File: src/rtl/sp_regs_pkg.sv
package sp_regs_pkg;
  localparam int unsigned DATA_W   = 32;
  localparam int unsigned ADDR_W   = 13;
  localparam int unsigned NUM_REGS = 7;
  localparam int unsigned NUM_PLAIN = 5;

  // register index = byte offset / 4
  localparam int unsigned IDX_STAT = 0;
  localparam int unsigned IDX_DATA = 1;
  localparam int unsigned IDX_BAUD = 2;
  localparam int unsigned IDX_CTL1 = 3;
  localparam int unsigned IDX_CTL2 = 4;
  localparam int unsigned IDX_CTL3 = 5;
  localparam int unsigned IDX_GUARD = 6;

  // status bits
  localparam int unsigned ST_RXFULL = 5;
  localparam int unsigned ST_TXDONE = 6;
  localparam int unsigned ST_TXFREE = 7;
  localparam logic [DATA_W-1:0] STAT_RESET = 32'h0000_00C0;

  // control 1 bits
  localparam int unsigned C1_RXON  = 2;
  localparam int unsigned C1_RXIEN = 5;
  localparam int unsigned C1_ON    = 13;

  localparam logic [DATA_W-1:0] STAT_REPLACE_MAX = 32'h0000_03FF;
  localparam logic [DATA_W-1:0] DATA_SEND_LIMIT  = 32'h0000_F000;
  localparam logic [DATA_W-1:0] DATA_READ_MASK   = 32'h0000_03FF;

  function automatic logic [DATA_W-1:0] stat_merge(input logic [DATA_W-1:0] cur,
                                                   input logic [DATA_W-1:0] val);
    return (val <= STAT_REPLACE_MAX) ? val : (cur & val);
  endfunction
endpackage

File: src/rtl/sp_addr_decode.sv
module sp_addr_decode #(
  parameter int unsigned ADDR_W   = 13,
  parameter int unsigned NUM_REGS = 7
) (
  input  logic [ADDR_W-1:0]   addr,
  output logic [NUM_REGS-1:0] sel
);
  for (genvar i = 0; i < NUM_REGS; i++) begin : g_sel
    assign sel[i] = (addr == ADDR_W'(i * 4));
  end
endmodule

File: src/rtl/sp_plain_regs.sv
module sp_plain_regs #(
  parameter int unsigned NUM = 5,
  parameter int unsigned DW  = 32
) (
  input  logic                  clk,
  input  logic                  rst_n,
  input  logic [NUM-1:0]        wr_sel,
  input  logic [DW-1:0]         wdata,
  output logic [NUM-1:0][DW-1:0] q
);
  for (genvar i = 0; i < NUM; i++) begin : g_reg
    always_ff @(posedge clk) begin
      if (!rst_n)         q[i] <= '0;
      else if (wr_sel[i]) q[i] <= wdata;
    end
  end
endmodule

File: src/rtl/sp_flag_unit.sv
module sp_flag_unit
  import sp_regs_pkg::*;
(
  input  logic              clk,
  input  logic              rst_n,
  input  logic              rd_stat,
  input  logic              rd_data,
  input  logic              wr_stat,
  input  logic              wr_data,
  input  logic              wr_ctl1,
  input  logic [DATA_W-1:0] wdata,
  input  logic [DATA_W-1:0] ctl1_eff,
  output logic [DATA_W-1:0] stat_q,
  output logic [7:0]        data_q,
  output logic              irq,
  output logic              tx_valid,
  input  logic              tx_ready,
  output logic [7:0]        tx_data,
  input  logic              rx_valid,
  output logic              rx_ready,
  input  logic [7:0]        rx_data
);
  logic [DATA_W-1:0] stat_n;
  logic [7:0]        data_n, txd_n;
  logic              irq_n, txv_n, rx_take, send_ok;

  assign rx_ready = !stat_q[ST_RXFULL];
  assign rx_take  = rx_valid && rx_ready;
  assign send_ok  = wr_data && (wdata < DATA_SEND_LIMIT);

  // bus effects first, receive handshake last
  always_comb begin
    stat_n = stat_q;
    data_n = data_q;
    irq_n  = irq;
    txv_n  = tx_valid && !tx_ready;
    txd_n  = tx_data;
    if (rd_stat) stat_n[ST_TXDONE] = 1'b0;
    if (rd_data) begin
      stat_n[ST_TXFREE] = 1'b1;
      stat_n[ST_RXFULL] = 1'b0;
      irq_n = 1'b0;
    end
    if (wr_stat) begin
      stat_n = stat_merge(stat_n, wdata);
      if (!stat_n[ST_RXFULL]) irq_n = 1'b0;
    end
    if (send_ok) begin
      txv_n = 1'b1;
      txd_n = wdata[7:0];
      stat_n[ST_TXDONE] = 1'b1;
      stat_n[ST_TXFREE] = 1'b0;
    end
    if (wr_ctl1 && wdata[C1_RXIEN] && stat_n[ST_RXFULL]) irq_n = 1'b1;
    if (rx_take) begin
      data_n = rx_data;
      if (ctl1_eff[C1_ON] && ctl1_eff[C1_RXON]) begin
        stat_n[ST_RXFULL] = 1'b1;
        if (ctl1_eff[C1_RXIEN]) irq_n = 1'b1;
      end
    end
  end

  always_ff @(posedge clk) begin
    if (!rst_n) begin
      stat_q   <= STAT_RESET;
      data_q   <= '0;
      irq      <= 1'b0;
      tx_valid <= 1'b0;
      tx_data  <= '0;
    end else begin
      stat_q   <= stat_n;
      data_q   <= data_n;
      irq      <= irq_n;
      tx_valid <= txv_n;
      tx_data  <= txd_n;
    end
  end

  // status read clears transmit-complete
  a_r5_done_clear: assert property (@(posedge clk) disable iff (!rst_n)
    rd_stat && !wr_stat && !wr_data |=> !stat_q[ST_TXDONE]);
  // data read side effects
  a_r6_data_read: assert property (@(posedge clk) disable iff (!rst_n)
    rd_data && !rx_take && !wr_stat && !wr_data |=> stat_q[ST_TXFREE] && !stat_q[ST_RXFULL] && !irq);
  // accepted data write drives the transmit stream
  a_r8_send: assert property (@(posedge clk) disable iff (!rst_n)
    send_ok |=> tx_valid && tx_data == $past(wdata[7:0]) && stat_q[ST_TXDONE] && !stat_q[ST_TXFREE]);
  // pending byte held under back-pressure
  a_r9_tx_hold: assert property (@(posedge clk) disable iff (!rst_n)
    tx_valid && !tx_ready && !send_ok |=> tx_valid && $stable(tx_data));
  // enabled receive raises the interrupt
  a_r4_rx_irq: assert property (@(posedge clk) disable iff (!rst_n)
    rx_take && ctl1_eff[C1_ON] && ctl1_eff[C1_RXON] && ctl1_eff[C1_RXIEN] |=> irq && stat_q[ST_RXFULL]);
  // disabled receive stores the byte but leaves the flag clear
  a_r3_rx_store: assert property (@(posedge clk) disable iff (!rst_n)
    rx_take && !(ctl1_eff[C1_ON] && ctl1_eff[C1_RXON]) && !wr_stat
    |=> !stat_q[ST_RXFULL] && data_q == $past(rx_data));
  // a full receiver keeps its byte
  a_r2_rx_block: assert property (@(posedge clk) disable iff (!rst_n)
    !rx_ready |=> $stable(data_q));
endmodule

File: src/rtl/serial_port_regfile.sv
module serial_port_regfile
  import sp_regs_pkg::*;
(
  input  logic              clk,
  input  logic              rst_n,
  input  logic              bus_rd,
  input  logic              bus_wr,
  input  logic [ADDR_W-1:0] bus_addr,
  input  logic [DATA_W-1:0] bus_wdata,
  output logic [DATA_W-1:0] bus_rdata,
  output logic              irq,
  output logic              tx_valid,
  input  logic              tx_ready,
  output logic [7:0]        tx_data,
  input  logic              rx_valid,
  output logic              rx_ready,
  input  logic [7:0]        rx_data
);
  logic [NUM_REGS-1:0]              sel;
  logic [NUM_REGS-1:0]              wsel;
  logic [NUM_PLAIN-1:0][DATA_W-1:0] plain_q;
  logic [NUM_REGS-1:0][DATA_W-1:0]  view;
  logic [DATA_W-1:0]                stat_q, ctl1_eff, rd_mux;
  logic [7:0]                       data_q;

  sp_addr_decode #(.ADDR_W(ADDR_W), .NUM_REGS(NUM_REGS)) u_dec (
    .addr(bus_addr), .sel(sel));

  assign wsel = bus_wr ? sel : '0;

  // plain slots: baud, ctl1, ctl2, ctl3, guard
  sp_plain_regs #(.NUM(NUM_PLAIN), .DW(DATA_W)) u_plain (
    .clk(clk), .rst_n(rst_n),
    .wr_sel(wsel[NUM_REGS-1:IDX_BAUD]),
    .wdata(bus_wdata), .q(plain_q));

  assign ctl1_eff = wsel[IDX_CTL1] ? bus_wdata : plain_q[IDX_CTL1-IDX_BAUD];

  sp_flag_unit u_flags (
    .clk(clk), .rst_n(rst_n),
    .rd_stat(bus_rd && sel[IDX_STAT]),
    .rd_data(bus_rd && sel[IDX_DATA]),
    .wr_stat(wsel[IDX_STAT]),
    .wr_data(wsel[IDX_DATA]),
    .wr_ctl1(wsel[IDX_CTL1]),
    .wdata(bus_wdata),
    .ctl1_eff(ctl1_eff),
    .stat_q(stat_q), .data_q(data_q), .irq(irq),
    .tx_valid(tx_valid), .tx_ready(tx_ready), .tx_data(tx_data),
    .rx_valid(rx_valid), .rx_ready(rx_ready), .rx_data(rx_data));

  assign view[IDX_STAT] = stat_q;
  assign view[IDX_DATA] = {{(DATA_W-8){1'b0}}, data_q} & DATA_READ_MASK;
  for (genvar i = IDX_BAUD; i < NUM_REGS; i++) begin : g_view
    assign view[i] = plain_q[i-IDX_BAUD];
  end

  always_comb begin
    rd_mux = '0;
    for (int i = 0; i < NUM_REGS; i++)
      if (sel[i]) rd_mux = rd_mux | view[i];
  end

  assign bus_rdata = bus_rd ? rd_mux : '0;

  // at most one register decoded per address
  a_r11_onehot: assert property (@(posedge clk) disable iff (!rst_n) $onehot0(sel));
endmodule

File: config.mk
export PLATFORM = sky130hd
export DESIGN_NAME = serial_port_regfile
export DESIGN_NICKNAME = d
export VERILOG_FILES = /design/src/rtl/sp_regs_pkg.sv /design/src/rtl/sp_addr_decode.sv /design/src/rtl/sp_plain_regs.sv /design/src/rtl/sp_flag_unit.sv /design/src/rtl/serial_port_regfile.sv
export SDC_FILE = /design/constraint.sdc
export NUM_CORES = 1
export LEC_CHECK = 0
export ABC_AREA = 0
export BUFFER_PORTS_ARGS = -buffer_cell sky130_fd_sc_hd__buf_2
export CAP_MARGIN = 5
export CELL_PAD_IN_SITES_DETAIL_PLACEMENT = 0
export CELL_PAD_IN_SITES_GLOBAL_PLACEMENT = 1
export CORE_MARGIN = 2
export CORE_UTILIZATION = 40
export CTS_CLUSTER_DIAMETER = 60
export DETAILED_ROUTE_END_ITERATION = 12
export PLACE_DENSITY = 0.78
export SYNTH_ARGS = -nofsm -noshare
export SYNTH_HDL_FRONTEND = slang
export SYNTH_SLANG_ARGS = --single-unit
File: constraint.sdc
create_clock -name clk -period 4.5 [get_ports clk]
set_clock_uncertainty 0.15 [all_clocks]
set_input_delay 0.9 -clock clk [delete_from_list [all_inputs] [get_ports clk]]
set_output_delay 0.9 -clock clk [all_outputs]
set_load 0.005 [all_outputs]
==> flow_metrics.py, run 1 <==
metrics = {
    "status": {
        "status": "finished clean",
    },
    "global_route": {
        "grt_usage_pct": 24.8,
        "antenna_found_initial": 0,
        "grt_max_degree": 124,
        "grt_pass1_wl_um": 46600,
        "grt-ovfl-total": 0,
        "grt_pass1_vias": 8040,
    },
    "synthesis": {
        "ys.flop_type": "dfxtp_1",
        "synth.area.mux_share_pct": 5.31,
        "synth-async-reset-ratio_pct": 0,
        "synth_commonest_cells": "nand2_1 (375), dfxtp_1 (210), a21oi_1 (176), clkbuf_1 (64), a22oi_1 (49)",
        "synth_nets": 1182,
        "avgSynthCellArea_um2": 8.04,
        "synthXorXnorAreaFrac_pct": 0,
        "synth_top_family_by_area": "compound AO/OA/AOI/OAI gates",
        "ys_ff_latch": 210,
        "synth-seq-area-share_pct": 46.6,
        "yosys.cell_count.top_type": "nand2_1",
        "synthCells": 1123,
        "synth_enable_flop_cells": 0,
        "synth.largest_area_cell": "dfxtp_1",
        "synth_top_area_share_pct": 46.6,
        "synthAdderAreaFrac_pct": 0,
        "synth_area_leaders": "dfxtp_1 (47%), nand2_1 (16%), a21oi_1 (9.8%)",
        "netlist_area_um2": 9030,
        "yosys_warnings": 0,
        "yosysUniqueCellTypes": 48,
        "synth_compound_area_share_pct": 22.2,
        "synth-simple-area-share_pct": 21.1,
    },
    "critical_path": {
        "slowest_stage": "or4b_2",
        "path_cells": "buf_2 -> or4b_2 -> nor4_2 -> buf_4 -> a222oi_1 -> a21oi_1 -> buf_2",
        "r2r-start": "u_flags.stat_q[5]",
        "start_kind": "primary input",
        "crit_fanout": 22,
        "crit_path_frequent_cell": "buf_2",
        "arrival_ps": 2960,
        "r2r-end": "u_flags.irq",
        "end_kind": "output pin",
        "critPathKind": "primary input to output pin",
        "worst-r2r-setup-slack_ps": 2670,
        "cp_data_required_time_ps": 3450,
        "critical_path.max_stage_delay_ps": 820,
        "r2r_cells": 4,
    },
    "routing": {
        "ant_nets": 0,
        "drt-wirelength-per-cell_um": 20.1,
        "drc": 0,
        "dr.pass1.iters": 6,
        "routed_wl_um": 30000,
        "drt_iter0_markers": 794,
        "viasPerCell": 5.63,
        "vias": 8390,
    },
    "cts": {
        "h-tree-depth": 1,
        "cts_hold_buf": 0,
        "clk_pin_slew_worst_paths_ps": 50,
        "insertion_delay_ps": 530,
        "cts_buffers": 24,
        "root_buffer": "clkbuf_16",
        "cts_buffer_depth": 3,
        "postCtsSetupBuffers": 0,
        "clock_sinks": 210,
        "ctsResizeCount": 0,
        "tritoncts": "yes",
    },
    "place": {
        "placed_area_um2": 9850,
        "hpwl_um": 18100,
        "numPortBuffers": 101,
        "place_congestion": 0.811,
        "preCtsSetupSlack_ps": 513,
    },
    "power": {
        "switching_share_pct": 22.6,
        "power_leakage_uw": 0.00373,
        "p_clk_share_pct": 49.6,
        "peakVddDrop_v": 0.000225,
        "p_sw_uw": 911,
        "powerDensity_nw_per_um2": 377,
        "p_int_uw": 3120,
        "power_frac_comb_pct": 4.0,
        "p_seq_share_pct": 46.3,
    },
    "timing": {
        "setup_viol": 0,
        "finalCriticalPeriod_ps": 4010,
        "maxSlewViolCount": 0,
        "fmax_ghz": 0.249,
        "hold_viol": 0,
        "layout_setup_ws_ps": 486,
        "fin_tns_setup_ps": 0,
        "max_slew_margin_pct": 47.4,
        "finalCritPeriodShare_pct": 89.2,
        "rsz0062_at_grt": "false",
        "whs_ps": 300,
        "worst_slew_pin_slew_ps": 787,
    },
    "worst_hold_path": {
        "hold_end": "u_plain.q[105]",
        "holdPathStages": 2,
        "hold_path_class": "register to register",
        "hold_path_startpoint": "u_plain.q[105]",
    },
    "layout": {
        "multiInputGateArea_um2": 4420,
        "ff_latch_area_um2": 4200,
        "fin_area_um2": 10700,
        "areaGrowthSynthToFinish_pct": 18.3,
        "nets": 1252,
        "diodes": 0,
        "fillCellCount": 2083,
        "drive_above_1_share_pct": 20.5,
    },
    "floorplanning": {
        "die_h_um": 154,
        "die_w_um": 154,
        "die-area_um2": 23800,
        "start_util_pct": 41.1,
        "num_rows": 54,
        "io-pin-count": 102,
        "core_um2": 22000,
    },
    "flow_run": {
        "maxCapViolCount": 0,
    },
}
## layer usage
layer	share of wire, %	vias up	GRT usage, %
li1	-	4060	-
met3	5.9	45	3.53
met5	0	-	0
met2	47	302	41.5
met4	2.0	0	6.72
met1	45	3983	33.7
## state kept, by name, indices dropped and copies added, names as in the netlist
name / cells
u_flags.irq: 1
u_flags.stat_q: 32
u_flags.data_q: 8
u_plain.q: 160
u_flags.tx_data: 8
u_flags.tx_valid: 1
## cells in the final DEF, fill, tap and decap left out, types with 7 or more instances in the layout
| cell type | instances |
|---|---|
| a2bb2oi_1 | 7 |
| buf_4 | 35 |
| dfxtp_1 | 210 |
| a31oi_1 | 25 |
| o221a_2 | 29 |
| mux2_2 | 23 |
| a21oi_1 | 176 |
| a22oi_1 | 49 |
| buf_2 | 101 |
| clkbuf_16 | 24 |
| nor2_1 | 18 |
| and3_1 | 7 |
| mux2i_1 | 22 |
| nand3_1 | 9 |
| clkbuf_8 | 7 |
| nand2_1 | 375 |
## critical path, delay by kind of cell
| family | cells | cell delay, ps |
|---|---|---|
| compound gates | 2 | 370 |
| buf+inv | 3 | 670 |
| simple gates | 2 | 1010 |
## layout make-up
type                    count  share of cell area [%]
repair buffers            140                    7.94
inverters                   7                   0.269
multi-input cells         810                    41.4
well taps                 280                    3.28
clock buffers              33                    6.60
flip-flops and latches    210                    39.4
clock inverters            11                    1.16
## per-stage QoR
step / util (%) / std cells / total power (uW)
4_1_cts: 48.6 / 1491 / 4060
6_report: 48.6 / 1491 / 4030
5_1_grt: 48.6 / 1491 / 4140
3_5_place_dp: 44.9 / 1447 / 2070
3_3_place_gp: 44.9 / 1447 / 2070
2_1_floorplan: - / 1123 / 1980
## worst max path at each step
stage / start / slack (ps) / end / depth (start not counted)
global placement: bus_addr[1] / 530 / bus_rdata[18] / 7
floorplan: bus_addr[5] / 840 / bus_rdata[10] / 6
detailed placement: bus_addr[1] / 510 / bus_rdata[18] / 7
finish: bus_addr[1] / 490 / bus_rdata[18] / 7
global route: bus_addr[1] / 360 / bus_rdata[18] / 7
CTS: bus_addr[1] / 500 / bus_rdata[18] / 7
## power groups by stage
stage	combinational, uW	clock (uW)	sequential [uW]
2_1_floorplan	74.2	0	1910
3_3_place_gp	160	0	1910
3_5_place_dp	160	0	1910
4_1_cts	160	2040	1870
5_1_grt	173	2100	1870
6_report	162	2000	1870
## kinds of logic after synthesis
group                  Yosys count
flip-flops                     210
buffers and inverters          103
AND/OR/NAND/NOR                452
AO/OA/AOI/OAI                  313
multiplexers                    45
No activity file was read; power rests on OpenSTA's default activity.
==> inputs of run 2 (changes only) <==
--- a/config.mk
+++ b/config.mk
@@ -10,11 +10,12 @@
 export CAP_MARGIN = 5
 export CELL_PAD_IN_SITES_DETAIL_PLACEMENT = 0
 export CELL_PAD_IN_SITES_GLOBAL_PLACEMENT = 1
+export CORE_ASPECT_RATIO = 1.2
 export CORE_MARGIN = 2
 export CORE_UTILIZATION = 40
 export CTS_CLUSTER_DIAMETER = 60
 export DETAILED_ROUTE_END_ITERATION = 12
-export PLACE_DENSITY = 0.78
+export PLACE_DENSITY_LB_ADDON = 0.1
 export SYNTH_ARGS = -nofsm -noshare
 export SYNTH_HDL_FRONTEND = slang
 export SYNTH_SLANG_ARGS = --single-unit
==> run 2 against run 1 <==
Total power is 2.0% lower. Design area is 0.14% lower. Global-route usage is 0.96 points higher. Hold slack hardly changed. Combinational power hardly changed. Critical endpoint is now bus_rdata[4]. Largest cell class unchanged.
==> flow_metrics.py, run 2 (synthesized netlist as in run 1, its figures left out) <==
metrics = {
    "routing": {
        "ant_nets": 0,
        "dr.pass1.iters": 6,
        "drt_iter0_markers": 647,
        "viasPerCell": 5.61,
        "drt-wirelength-per-cell_um": 20.9,
        "vias": 8355,
        "routed_wl_um": 31100,
        "drc": 0,
    },
    "critical_path": {
        "cp_data_required_time_ps": 3450,
        "cp_num_buf_inv": 3,
        "crit_path_frequent_cell": "buf_2",
        "arrival_ps": 2970,
        "crit_fanout": 22,
        "cp.depth": 7,
        "end_kind": "output pin",
        "crit_family": "simple AND/OR/NAND/NOR gates",
        "critPathKind": "primary input to output pin",
        "slowest_stage": "or4b_2",
        "path_cells": "buf_2 -> or4b_2 -> nor4_2 -> buf_12 -> a22oi_1 -> a31oi_1 -> buf_2",
        "critical_path.max_stage_delay_ps": 820,
        "r2r_cells": 4,
        "start_kind": "primary input",
    },
    "global_route": {
        "antenna_found_initial": 0,
        "grt-ovfl-total": 0,
        "grt_max_degree": 76,
        "grt_pass1_vias": 8016,
        "grt_pass1_wl_um": 47800,
        "grt_usage_pct": 25.8,
    },
    "floorplanning": {
        "die_w_um": 141,
        "start_util_pct": 40.5,
        "die-area_um2": 23800,
        "core_um2": 22300,
        "io-pin-count": 102,
        "num_rows": 60,
        "die_h_um": 169,
    },
    "timing": {
        "hold_viol": 0,
        "finalCriticalPeriod_ps": 4020,
        "rsz0062_at_grt": "false",
        "worst_slew_pin_slew_ps": 688,
        "fin_tns_setup_ps": 0,
        "fmax_ghz": 0.249,
        "maxSlewViolCount": 0,
        "setup_viol": 0,
        "whs_ps": 299,
        "max_slew_margin_pct": 54.0,
        "finalCritPeriodShare_pct": 89.3,
    },
    "cts": {
        "ctsResizeCount": 0,
        "tritoncts": "yes",
        "cts_hold_buf": 0,
        "clk_pin_slew_worst_paths_ps": 50,
        "cts_buffer_depth": 3,
        "root_buffer": "clkbuf_16",
        "cts_buffers": 25,
        "clock_sinks": 210,
        "postCtsSetupBuffers": 0,
        "h-tree-depth": 1,
        "insertion_delay_ps": 530,
    },
    "layout": {
        "final_cell_mix": "nand2_1 (375), dfxtp_1 (210), a21oi_1 (176)",
        "areaGrowthSynthToFinish_pct": 18.2,
        "largest_registers": "u_plain.q (160), u_flags.stat_q (32)",
        "drive_above_1_share_pct": 20.1,
        "fin_util_pct": 47.8,
        "diodes": 0,
        "layout_commonest_cell": "nand2_1",
        "top_register": "u_plain.q",
        "largest_reg_flops": 160,
        "nets": 1256,
    },
    "status": {
        "status": "finished clean",
    },
    "place": {
        "place_congestion": 0.794,
        "numPortBuffers": 101,
        "hpwl_um": 18700,
    },
    "power": {
        "peakVddDrop_v": 0.000283,
        "powerDensity_nw_per_um2": 370,
        "power_leakage_uw": 0.00372,
        "power_uw": 3950,
    },
    "flow_run": {
        "maxCapViolCount": 0,
    },
    "worst_hold_path": {
        "holdPathStages": 2,
        "hold_path_class": "register to register",
    },
}
## run 2: cell count changes in the layout (fill, tap and decap cells not counted), moves of 2 or more
cell | before | now
inv_6 | 0 | 2
buf_12 | 4 | 6
clkinv_2 | 5 | 3
clkbuf_8 | 7 | 4
clkinvlp_4 | 3 | 1
clkbuf_1 | 2 | 6
## run 2: stage by stage
stage	instance area [um2]	worst slack, ps	std cells
2_1_floorplan	9030	838	1123
3_3_place_gp	9900	545	1449
3_5_place_dp	9900	514	1449
4_1_cts	10700	512	1490
5_1_grt	10700	405	1490
6_report	10700	483	1490
## run 2: final cells by class
class                   instances  area [um2]
fillers                      2216       11600
multi-input cells             810        4420
flip-flops and latches        210        4200
repair buffers                143         896
clock buffers                  35         703
well taps                     279         349
clock inverters                 6        61.3
inverters                       7        31.3
## run 2: path summary, 6_finish.rpt
check,start,end,slack (ps)
setup / recovery,bus_addr[1],bus_rdata[4],480
hold / removal,u_plain.q[90],u_plain.q[90],300
setup reg to reg,u_flags.stat_q[5],u_flags.irq,2820
hold reg to reg,u_plain.q[90],u_plain.q[90],300
## run 2: where the power goes
group	switching, uW	internal, uW	total (uW)	leakage (uW)
logic	121	42.9	164	0.00166
registers	3.31	1860	1870	0.00169
clock network	780	1140	1920	0.000374
## run 2: routing by layer
| layer | GRT usage (%) | up-vias | routed length [um] |
|---|---|---|---|
| met5 | 0 | - | 0 |
| met4 | 7.48 | 0 | 721 |
| met3 | 3.20 | 51 | 1830 |
| met2 | 43.3 | 281 | 15000 |
| met1 | 34.9 | 3957 | 13600 |
| li1 | - | 4066 | - |
## run 2: worst reg2reg max path, cell delays in order (launching register included)
cell and delay, ps:
dfxtp_1 320, nor2b_1 540, and3_1 280, nor3_1 50
o311ai_1 250
